--- src/rtl/irq_steer_pkg.sv ---
package irq_steer_pkg;
  // width of a target line number and the resulting line count
  localparam int unsigned LINE_W = 4;
  localparam int unsigned N_LINE = 1 << LINE_W;

  typedef struct packed {
    logic              en;
    logic [LINE_W-1:0] tgt;
  } route_ent_t;

  localparam int unsigned ENT_W = LINE_W + 1;
endpackage

--- src/rtl/poll_capture.sv ---
module poll_capture #(
  parameter int unsigned N_SRC = 8,
  parameter int unsigned SEL_W = $clog2(N_SRC)
) (
  input  logic             clk,
  input  logic             rst_n,
  input  logic             poll_mode,
  input  logic             inta_n,
  input  logic [SEL_W-1:0] direct_bcd_n,
  output logic [SEL_W-1:0] sel_q,
  output logic [N_SRC-1:0] req_q
);
  localparam int unsigned N_DIR = SEL_W + 1;
  localparam logic [SEL_W-1:0] LAST = SEL_W'(N_SRC - 1);

  logic [SEL_W-1:0] sel_d;
  logic [N_SRC-1:0] shadow_q, shadow_d, req_d;

  always_comb begin
    sel_d    = '0;
    shadow_d = shadow_q;
    req_d    = req_q;
    if (poll_mode) begin
      sel_d           = sel_q + 1'b1;
      shadow_d[sel_q] = ~inta_n;
      if (sel_q == LAST) req_d = shadow_d;
    end else begin
      req_d            = '0;
      req_d[N_DIR-1:0] = ~{direct_bcd_n, inta_n};
    end
  end

  always_ff @(posedge clk or negedge rst_n) begin
    if (!rst_n) begin
      sel_q    <= '0;
      shadow_q <= '0;
      req_q    <= '0;
    end else begin
      sel_q    <= sel_d;
      shadow_q <= shadow_d;
      req_q    <= req_d;
    end
  end
endmodule

--- src/rtl/route_table.sv ---
module route_table
  import irq_steer_pkg::*;
#(
  parameter int unsigned N_ENT      = 10,
  parameter int unsigned AW         = 4,
  parameter logic [N_LINE-1:0] AVAIL_MASK = 16'hFFFA
) (
  input  logic              clk,
  input  logic              rst_n,
  input  logic              cfg_we,
  input  logic [AW-1:0]     cfg_addr,
  input  logic [ENT_W-1:0]  cfg_wdata,
  input  logic [N_ENT-1:0]  req,
  output logic [N_LINE-1:0] line_hit
);
  route_ent_t ent_q [N_ENT];
  route_ent_t ent_d [N_ENT];
  logic [N_LINE-1:0] raw_hit;

  always_comb begin
    for (int i = 0; i < N_ENT; i++) begin
      ent_d[i] = ent_q[i];
      if (cfg_we && cfg_addr == AW'(i)) ent_d[i] = route_ent_t'(cfg_wdata);
    end
  end

  always_ff @(posedge clk or negedge rst_n) begin
    if (!rst_n) begin
      for (int i = 0; i < N_ENT; i++) ent_q[i] <= '0;
    end else begin
      for (int i = 0; i < N_ENT; i++) ent_q[i] <= ent_d[i];
    end
  end

  // one OR tree per line over every entry that names it
  for (genvar l = 0; l < N_LINE; l++) begin : g_line
    always_comb begin
      raw_hit[l] = 1'b0;
      for (int i = 0; i < N_ENT; i++) begin
        if (ent_q[i].en && ent_q[i].tgt == LINE_W'(l) && req[i]) raw_hit[l] = 1'b1;
      end
    end
  end

  assign line_hit = raw_hit & AVAIL_MASK;
endmodule

--- src/rtl/line_driver.sv ---
module line_driver
  import irq_steer_pkg::*;
#(
  parameter int unsigned AW        = 4,
  parameter int unsigned TRIG_ADDR = 10
) (
  input  logic              clk,
  input  logic              rst_n,
  input  logic              cfg_we,
  input  logic [AW-1:0]     cfg_addr,
  input  logic [N_LINE-1:0] cfg_wdata,
  input  logic [N_LINE-1:0] line_hit,
  output logic [N_LINE-1:0] trig_q,
  output logic [N_LINE-1:0] irq_q
);
  logic [N_LINE-1:0] trig_d, prev_q, irq_d;
  logic              trig_wr;

  assign trig_wr = cfg_we && (cfg_addr == AW'(TRIG_ADDR));
  assign trig_d  = trig_wr ? cfg_wdata : trig_q;

  for (genvar l = 0; l < N_LINE; l++) begin : g_drv
    always_comb begin
      if (trig_q[l]) irq_d[l] = line_hit[l] & ~prev_q[l];
      else           irq_d[l] = line_hit[l];
    end
  end

  always_ff @(posedge clk or negedge rst_n) begin
    if (!rst_n) begin
      trig_q <= '0;
      prev_q <= '0;
      irq_q  <= '0;
    end else begin
      trig_q <= trig_d;
      prev_q <= line_hit;
      irq_q  <= irq_d;
    end
  end
endmodule

--- src/rtl/nmi_latch.sv ---
module nmi_latch #(
  parameter int unsigned AW       = 4,
  parameter int unsigned NMI_ADDR = 11
) (
  input  logic          clk,
  input  logic          rst_n,
  input  logic          cfg_we,
  input  logic [AW-1:0] cfg_addr,
  input  logic [1:0]    cfg_wdata,
  input  logic          serr_n,
  input  logic          iochk_n,
  output logic          mask_q,
  output logic          nmi_q
);
  logic wr, mask_d, nmi_d;

  assign wr = cfg_we && (cfg_addr == AW'(NMI_ADDR));

  always_comb begin
    mask_d = wr ? cfg_wdata[0] : mask_q;
    nmi_d  = nmi_q;
    if (wr && (cfg_wdata[0] || cfg_wdata[1])) nmi_d = 1'b0;
    else if ((!serr_n || !iochk_n) && !mask_q) nmi_d = 1'b1;
  end

  always_ff @(posedge clk or negedge rst_n) begin
    if (!rst_n) begin
      mask_q <= 1'b0;
      nmi_q  <= 1'b0;
    end else begin
      mask_q <= mask_d;
      nmi_q  <= nmi_d;
    end
  end
endmodule

--- src/rtl/irq_steer_router.sv ---
module irq_steer_router
  import irq_steer_pkg::*;
#(
  parameter int unsigned N_SRC  = 8,
  parameter int unsigned N_XTRA = 2,
  parameter int unsigned CFG_AW = 4,
  parameter int unsigned CFG_DW = 16,
  parameter logic [N_LINE-1:0] AVAIL_MASK = 16'hFFFA
) (
  input  logic              clk,
  input  logic              rst_n,
  input  logic              poll_mode,
  input  logic              inta_n,
  input  logic [$clog2(N_SRC)-1:0] intbcd_in_n,
  output logic [$clog2(N_SRC)-1:0] intbcd_out,
  output logic              intbcd_oe,
  input  logic [N_XTRA-1:0] xirq,
  input  logic              serr_n,
  input  logic              iochk_n,
  input  logic              cfg_we,
  input  logic [CFG_AW-1:0] cfg_addr,
  input  logic [CFG_DW-1:0] cfg_wdata,
  output logic [N_LINE-1:0] irq_out,
  output logic              nmi
);
  localparam int unsigned SEL_W     = $clog2(N_SRC);
  localparam int unsigned N_ENT     = N_SRC + N_XTRA;
  localparam int unsigned ADDR_TRIG = N_ENT;
  localparam int unsigned ADDR_NMI  = N_ENT + 1;

  logic [1:0]        rst_sync_q;
  logic              rst_sync_n;
  logic [N_SRC-1:0]  pci_req;
  logic [N_XTRA-1:0] xirq_q;
  logic [N_LINE-1:0] line_hit;
  logic [N_LINE-1:0] trig_mask;
  logic              nmi_mask;

  always_ff @(posedge clk or negedge rst_n) begin
    if (!rst_n) rst_sync_q <= 2'b00;
    else        rst_sync_q <= {rst_sync_q[0], 1'b1};
  end
  assign rst_sync_n = rst_sync_q[1];

  always_ff @(posedge clk or negedge rst_sync_n) begin
    if (!rst_sync_n) xirq_q <= '0;
    else             xirq_q <= xirq;
  end

  assign intbcd_oe = poll_mode;

  poll_capture #(.N_SRC(N_SRC), .SEL_W(SEL_W)) u_poll (
    .clk          (clk),
    .rst_n        (rst_sync_n),
    .poll_mode    (poll_mode),
    .inta_n       (inta_n),
    .direct_bcd_n (intbcd_in_n),
    .sel_q        (intbcd_out),
    .req_q        (pci_req)
  );

  route_table #(.N_ENT(N_ENT), .AW(CFG_AW), .AVAIL_MASK(AVAIL_MASK)) u_route (
    .clk       (clk),
    .rst_n     (rst_sync_n),
    .cfg_we    (cfg_we),
    .cfg_addr  (cfg_addr),
    .cfg_wdata (cfg_wdata[ENT_W-1:0]),
    .req       ({xirq_q, pci_req}),
    .line_hit  (line_hit)
  );

  line_driver #(.AW(CFG_AW), .TRIG_ADDR(ADDR_TRIG)) u_line (
    .clk       (clk),
    .rst_n     (rst_sync_n),
    .cfg_we    (cfg_we),
    .cfg_addr  (cfg_addr),
    .cfg_wdata (cfg_wdata[N_LINE-1:0]),
    .line_hit  (line_hit),
    .trig_q    (trig_mask),
    .irq_q     (irq_out)
  );

  nmi_latch #(.AW(CFG_AW), .NMI_ADDR(ADDR_NMI)) u_nmi (
    .clk       (clk),
    .rst_n     (rst_sync_n),
    .cfg_we    (cfg_we),
    .cfg_addr  (cfg_addr),
    .cfg_wdata (cfg_wdata[1:0]),
    .serr_n    (serr_n),
    .iochk_n   (iochk_n),
    .mask_q    (nmi_mask),
    .nmi_q     (nmi)
  );
endmodule

--- config.mk ---
export PLATFORM = sky130hd
export DESIGN_NAME = irq_steer_router
export DESIGN_NICKNAME = d
export VERILOG_FILES = /design/src/rtl/irq_steer_pkg.sv /design/src/rtl/poll_capture.sv /design/src/rtl/route_table.sv /design/src/rtl/line_driver.sv /design/src/rtl/nmi_latch.sv /design/src/rtl/irq_steer_router.sv
export SDC_FILE = /design/constraint.sdc
export NUM_CORES = 1
export LEC_CHECK = 0
export BUFFER_PORTS_ARGS = -buffer_cell sky130_fd_sc_hd__buf_2
export CORE_ASPECT_RATIO = 0.8
export CORE_MARGIN = 8
export CORE_UTILIZATION = 41
export CTS_CLUSTER_SIZE = 24
export DETAILED_ROUTE_END_ITERATION = 8
export PLACE_DENSITY = 0.64
export SKIP_CTS_REPAIR_TIMING = 1
export SLEW_MARGIN = 20
export SYNTH_ARGS = -nofsm -noshare
export SYNTH_HDL_FRONTEND = slang
export SYNTH_HIERARCHICAL = 1
export SYNTH_SLANG_ARGS = --single-unit
--- constraint.sdc ---
create_clock -name clk -period 6.6 [get_ports clk]
set_input_delay 0.99 -clock clk [delete_from_list [all_inputs] [get_ports clk]]
set_output_delay 0.99 -clock clk [all_outputs]
set_load 0.05 [all_outputs]
==> run summary <==
Top cell type by total area after synthesis: dfrtp_1. The dominant cell type by count on the critical path was buf_2. The total CTS buffers is 17, and the sum of routed wire length over all layers is 17.0 mm. Summing the sequential cell areas from Yosys gives 51.7% of the chip area. The analysis attributes to cell leakage a power of 2.98 nW.

Fraction of layout cells with a size suffix above 1: 28.2%. The setup path with the least slack is of type in2out. Derived from the worst setup path, the maximum achievable clock frequency is 394 MHz.

The largest fanout on the critical path came out at 18. The flow ran to the end, and the final reports show no timing, DRC or antenna violations. The final hold violation count is 0. The clock transition time at the flip-flop clock pins of the worst setup and hold paths works out to 0.05 ns.

In the finished design, the share of the clock period the worst path needs comes to 38.5%. The logs give 4.06 ns for the setup slack of the critical path after layout and 5.61 ns for the data required time at the worst endpoint. The final period demand of the worst path is 2.54 ns, and the longest individual stage delay on the worst path is 0.32 ns. The vertical extent of the die works out to 124 µm. The worst setup path is launched from an input pin. At the later pin of the worst-skew pair, clock insertion delay measures 0.42 ns.

The run gives 0 ns as the sum of negative setup slack. The H-tree generated during clock tree synthesis spans 4 levels. The floorplan has 39 rows. Setup repair after global routing left no endpoint under its margin. The detailed-route wire length per cell is 21.9 µm. The multiplexer share of the synthesized area is 13.8%, and the worst reg-to-reg setup slack is 4.63 ns. Synthesis handed over a netlist of 521 instances.

For this design the ratio of total power to cell area is 343 mW/mm². Together, buffers and inverters on the worst path number 2. For this run, asynchronously set or reset flops after synthesis account for 100%. From synthesis to final layout, the design area changed by 16.7%. Detailed placement ended at an HPWL of 12.4 mm. Among all flip-flop cells after synthesis, the most frequent one is dfrtp_1. The number of buffers between clock root and the deepest sink is 2.

Slowest cell on the critical path: buf_2. After synthesis, the largest family of logic cells by area is simple AND/OR/NAND/NOR gates. The first global-routing pass estimated 26.4 mm of wire. The mean area per synthesized cell came out at 11.4 µm².

The logs give 610 for the number of nets in the finished design and 1280 for the layout filler cell count. The initial core utilization is 41.8%. The tools report the initial antenna violation count as 0.

The kind of cell adding the most delay to the critical path was buffers and inverters. The xor and xnor area share after synthesis was 0%; the core outline area was 0.0142 mm². The sum of overflow across all layers after global routing is 0. Entering global routing, the biggest net connects 73 pins. TritonCTS built the clock tree. The global-route usage over all layers is 18.8%. Yosys attributes the largest share of cell area to dfrtp_1 52%, mux2_2 10%, o22ai_1 3.4%. At the pin with the least slew margin, the transition time is 0.916 ns. The routed layout has 4654 vias. The fraction of the mapped netlist area in compound gates is 12.8%, and the combined area of all synthesized cells is 0.00596 mm². The top cell type by area accounts for 51.7% of the synthesized area. Number of pins with negative max-slew slack in the final report: 0. The adder and majority cell fraction of the synthesized area is 0.420%, and the average via count per standard cell is 6.02. The die is 151 µm wide. Walking the worst path, the cells encountered are buf_2 -> buf_2. The count of nets left with antenna violations once routing finished came out at 0.

STA classifies the critical path endpoint as an output pin. The via count of the first global-routing pass is 4626. For the number of iterations in the first detailed-routing pass, the log shows 6. The top-level port count is 53.

0 antenna diodes ended up in the layout. The max capacitance violation total was 0; the worst clock skew was 0.00800 ns. At the end of routability-driven placement, the weighted congestion stood at 0.991. The run gives 0 as the DRC violation count after routing.

Data arrives at the worst endpoint at 1.55 ns. The number of DRC violations after detailed-routing iteration 0 is 421, and the number of failing setup endpoints in the final timing report is 0. The classification of the worst-slack hold path is in2async.

After synthesis the netlist holds a flip-flop and latch count of 123. The tools report the root cell of the clock tree as clkbuf_16. The die area came out at 0.0187 mm².

Counting distinct cell types in the post-synthesis netlist gives 64. Yosys mapped a number of flops with a built-in enable equal to 0. The post-synthesis share of cell area spent on and, or, nand and nor gates works out to 19.1%. Yosys printed 6 warnings.

Port buffering added 52 buffers. The tree built by TritonCTS fans out to 123 sinks. Headroom to the max-slew limit: 38.9%. The post-placement worst setup slack is 4.05 ns.

The worst IR drop on VDD came out at 0.338 mV.
## logic make-up (layout without fill, tap and decap cells)
logic type	Yosys count	count (layout)
flops	123	123
mux	70	70
simple gates	192	192
compound gates	109	109
buf+inv	23	90
fa+ha+maj	2	2
other cells	2	3
## layout make-up
class | count | area [µm²] | share of cell area (%)
clock inverters | 12 | 146 | 2.11
multi-input cells | 376 | 2760 | 39.7
flip-flops and latches | 123 | 3080 | 44.3
well taps | 184 | 230 | 3.31
inverters | 5 | 18.8 | 0.270
clock buffers | 20 | 447 | 6.43
repair buffers | 53 | 268 | 3.85
## per-stage QoR
stage / utilization (%) / hold WS [ns] / instances / cell area (µm²) / power [mW]
after floorplan: - / 0.331 / 522 / 5960 / 1.32
after global placement: 44.6 / 0.343 / 741 / 6360 / 1.44
after detailed placement: 44.6 / 0.342 / 741 / 6360 / 1.46
after CTS: 48.8 / 0.323 / 773 / 6950 / 2.40
after global routing: 48.8 / 0.330 / 773 / 6950 / 2.49
final: 48.8 / 0.344 / 773 / 6950 / 2.38
## metal layers
| metal | up-vias | share of wire [%] | GRT usage (%) |
|---|---|---|---|
| met5 | - | 0 | 0 |
| met4 | 0 | 1.7 | 8.20 |
| li1 | 2102 | - | - |
| met3 | 24 | 6.8 | 4.58 |
| met2 | 191 | 44 | 27.9 |
| met1 | 2337 | 47 | 25.9 |
## synth_stat cells, types with 8 or more instances
master,count
mux2_2,55
nand2_1,28
nand3b_1,14
nand4b_1,11
nor2_1,23
nand2b_1,23
o22ai_1,32
o32ai_1,9
dfrtp_1,123
o21ai_0,9
nor3_1,25
a21boi_0,16
nand3_1,17
nor4_1,11
nor2b_1,8
mux2_4,10
## sequential cells by signal, indices dropped and copies added, names as in the netlist
signal,count
rst_sync_q,2
u_line/irq_q,16
u_line/prev_q,16
u_line/trig_q,16
u_nmi/mask_q,1
u_nmi/nmi_q,1
u_poll/req_q,8
u_poll/sel_q,3
u_poll/shadow_q,8
u_route/ent_q,50
xirq_q,2
## where the power goes
group / internal [mW] / switching (mW)
sequential: 0.895 / 0.148
clock: 0.601 / 0.330
combinational: 0.178 / 0.233
total: 1.67 / 0.711
## placed cells by master, fill, tap and decap left out, types with 4 or more instances in the layout
cell type | Yosys | final
dfrtp_1 | 123 | 122
mux2_2 | 55 | 55
buf_2 | 1 | 52
o22ai_1 | 32 | 32
nand2_1 | 28 | 28
nor3_1 | 25 | 25
nor2_1 | 23 | 23
nand2b_1 | 23 | 23
clkbuf_16 | 0 | 17
nand3_1 | 17 | 17
a21boi_0 | 16 | 16
nand3b_1 | 14 | 14
nand4b_1 | 11 | 11
nor4_1 | 11 | 11
mux2_4 | 10 | 10
o21ai_0 | 9 | 9
o32ai_1 | 9 | 9
nor2b_1 | 8 | 8
a31oi_1 | 7 | 7
clkinv_2 | 0 | 6
a21oi_1 | 6 | 6
nand4_1 | 6 | 6
o31ai_1 | 6 | 6
or3b_2 | 5 | 5
inv_1 | 4 | 4
mux2i_1 | 4 | 4
## worst paths after layout
check                      cells after the start                   startpoint                              to
max in group asynchronous                      1      rst_sync_q[1]$_DFF_PN0_  u_poll/shadow_q[7]$_DFFE_PN0P_
max                                            2                    poll_mode                       intbcd_oe
min reg2reg                                    0      rst_sync_q[0]$_DFF_PN0_         rst_sync_q[1]$_DFF_PN0_
min in group clk                               0      rst_sync_q[0]$_DFF_PN0_         rst_sync_q[1]$_DFF_PN0_
min                                            1                        rst_n         rst_sync_q[1]$_DFF_PN0_
max reg2reg                                    5  u_poll/req_q[2]$_DFFE_PN0P_       u_line/irq_q[3]$_DFF_PN0_
## worst register-to-register path: cells and delay by family, from the launching register on
kind	cells	cell delay, ns
and+or+nand+nor	3	1.10
DFF	1	0.43
AOI/OAI and AO/OA	2	0.31
(Power assumes the default switching activity.)
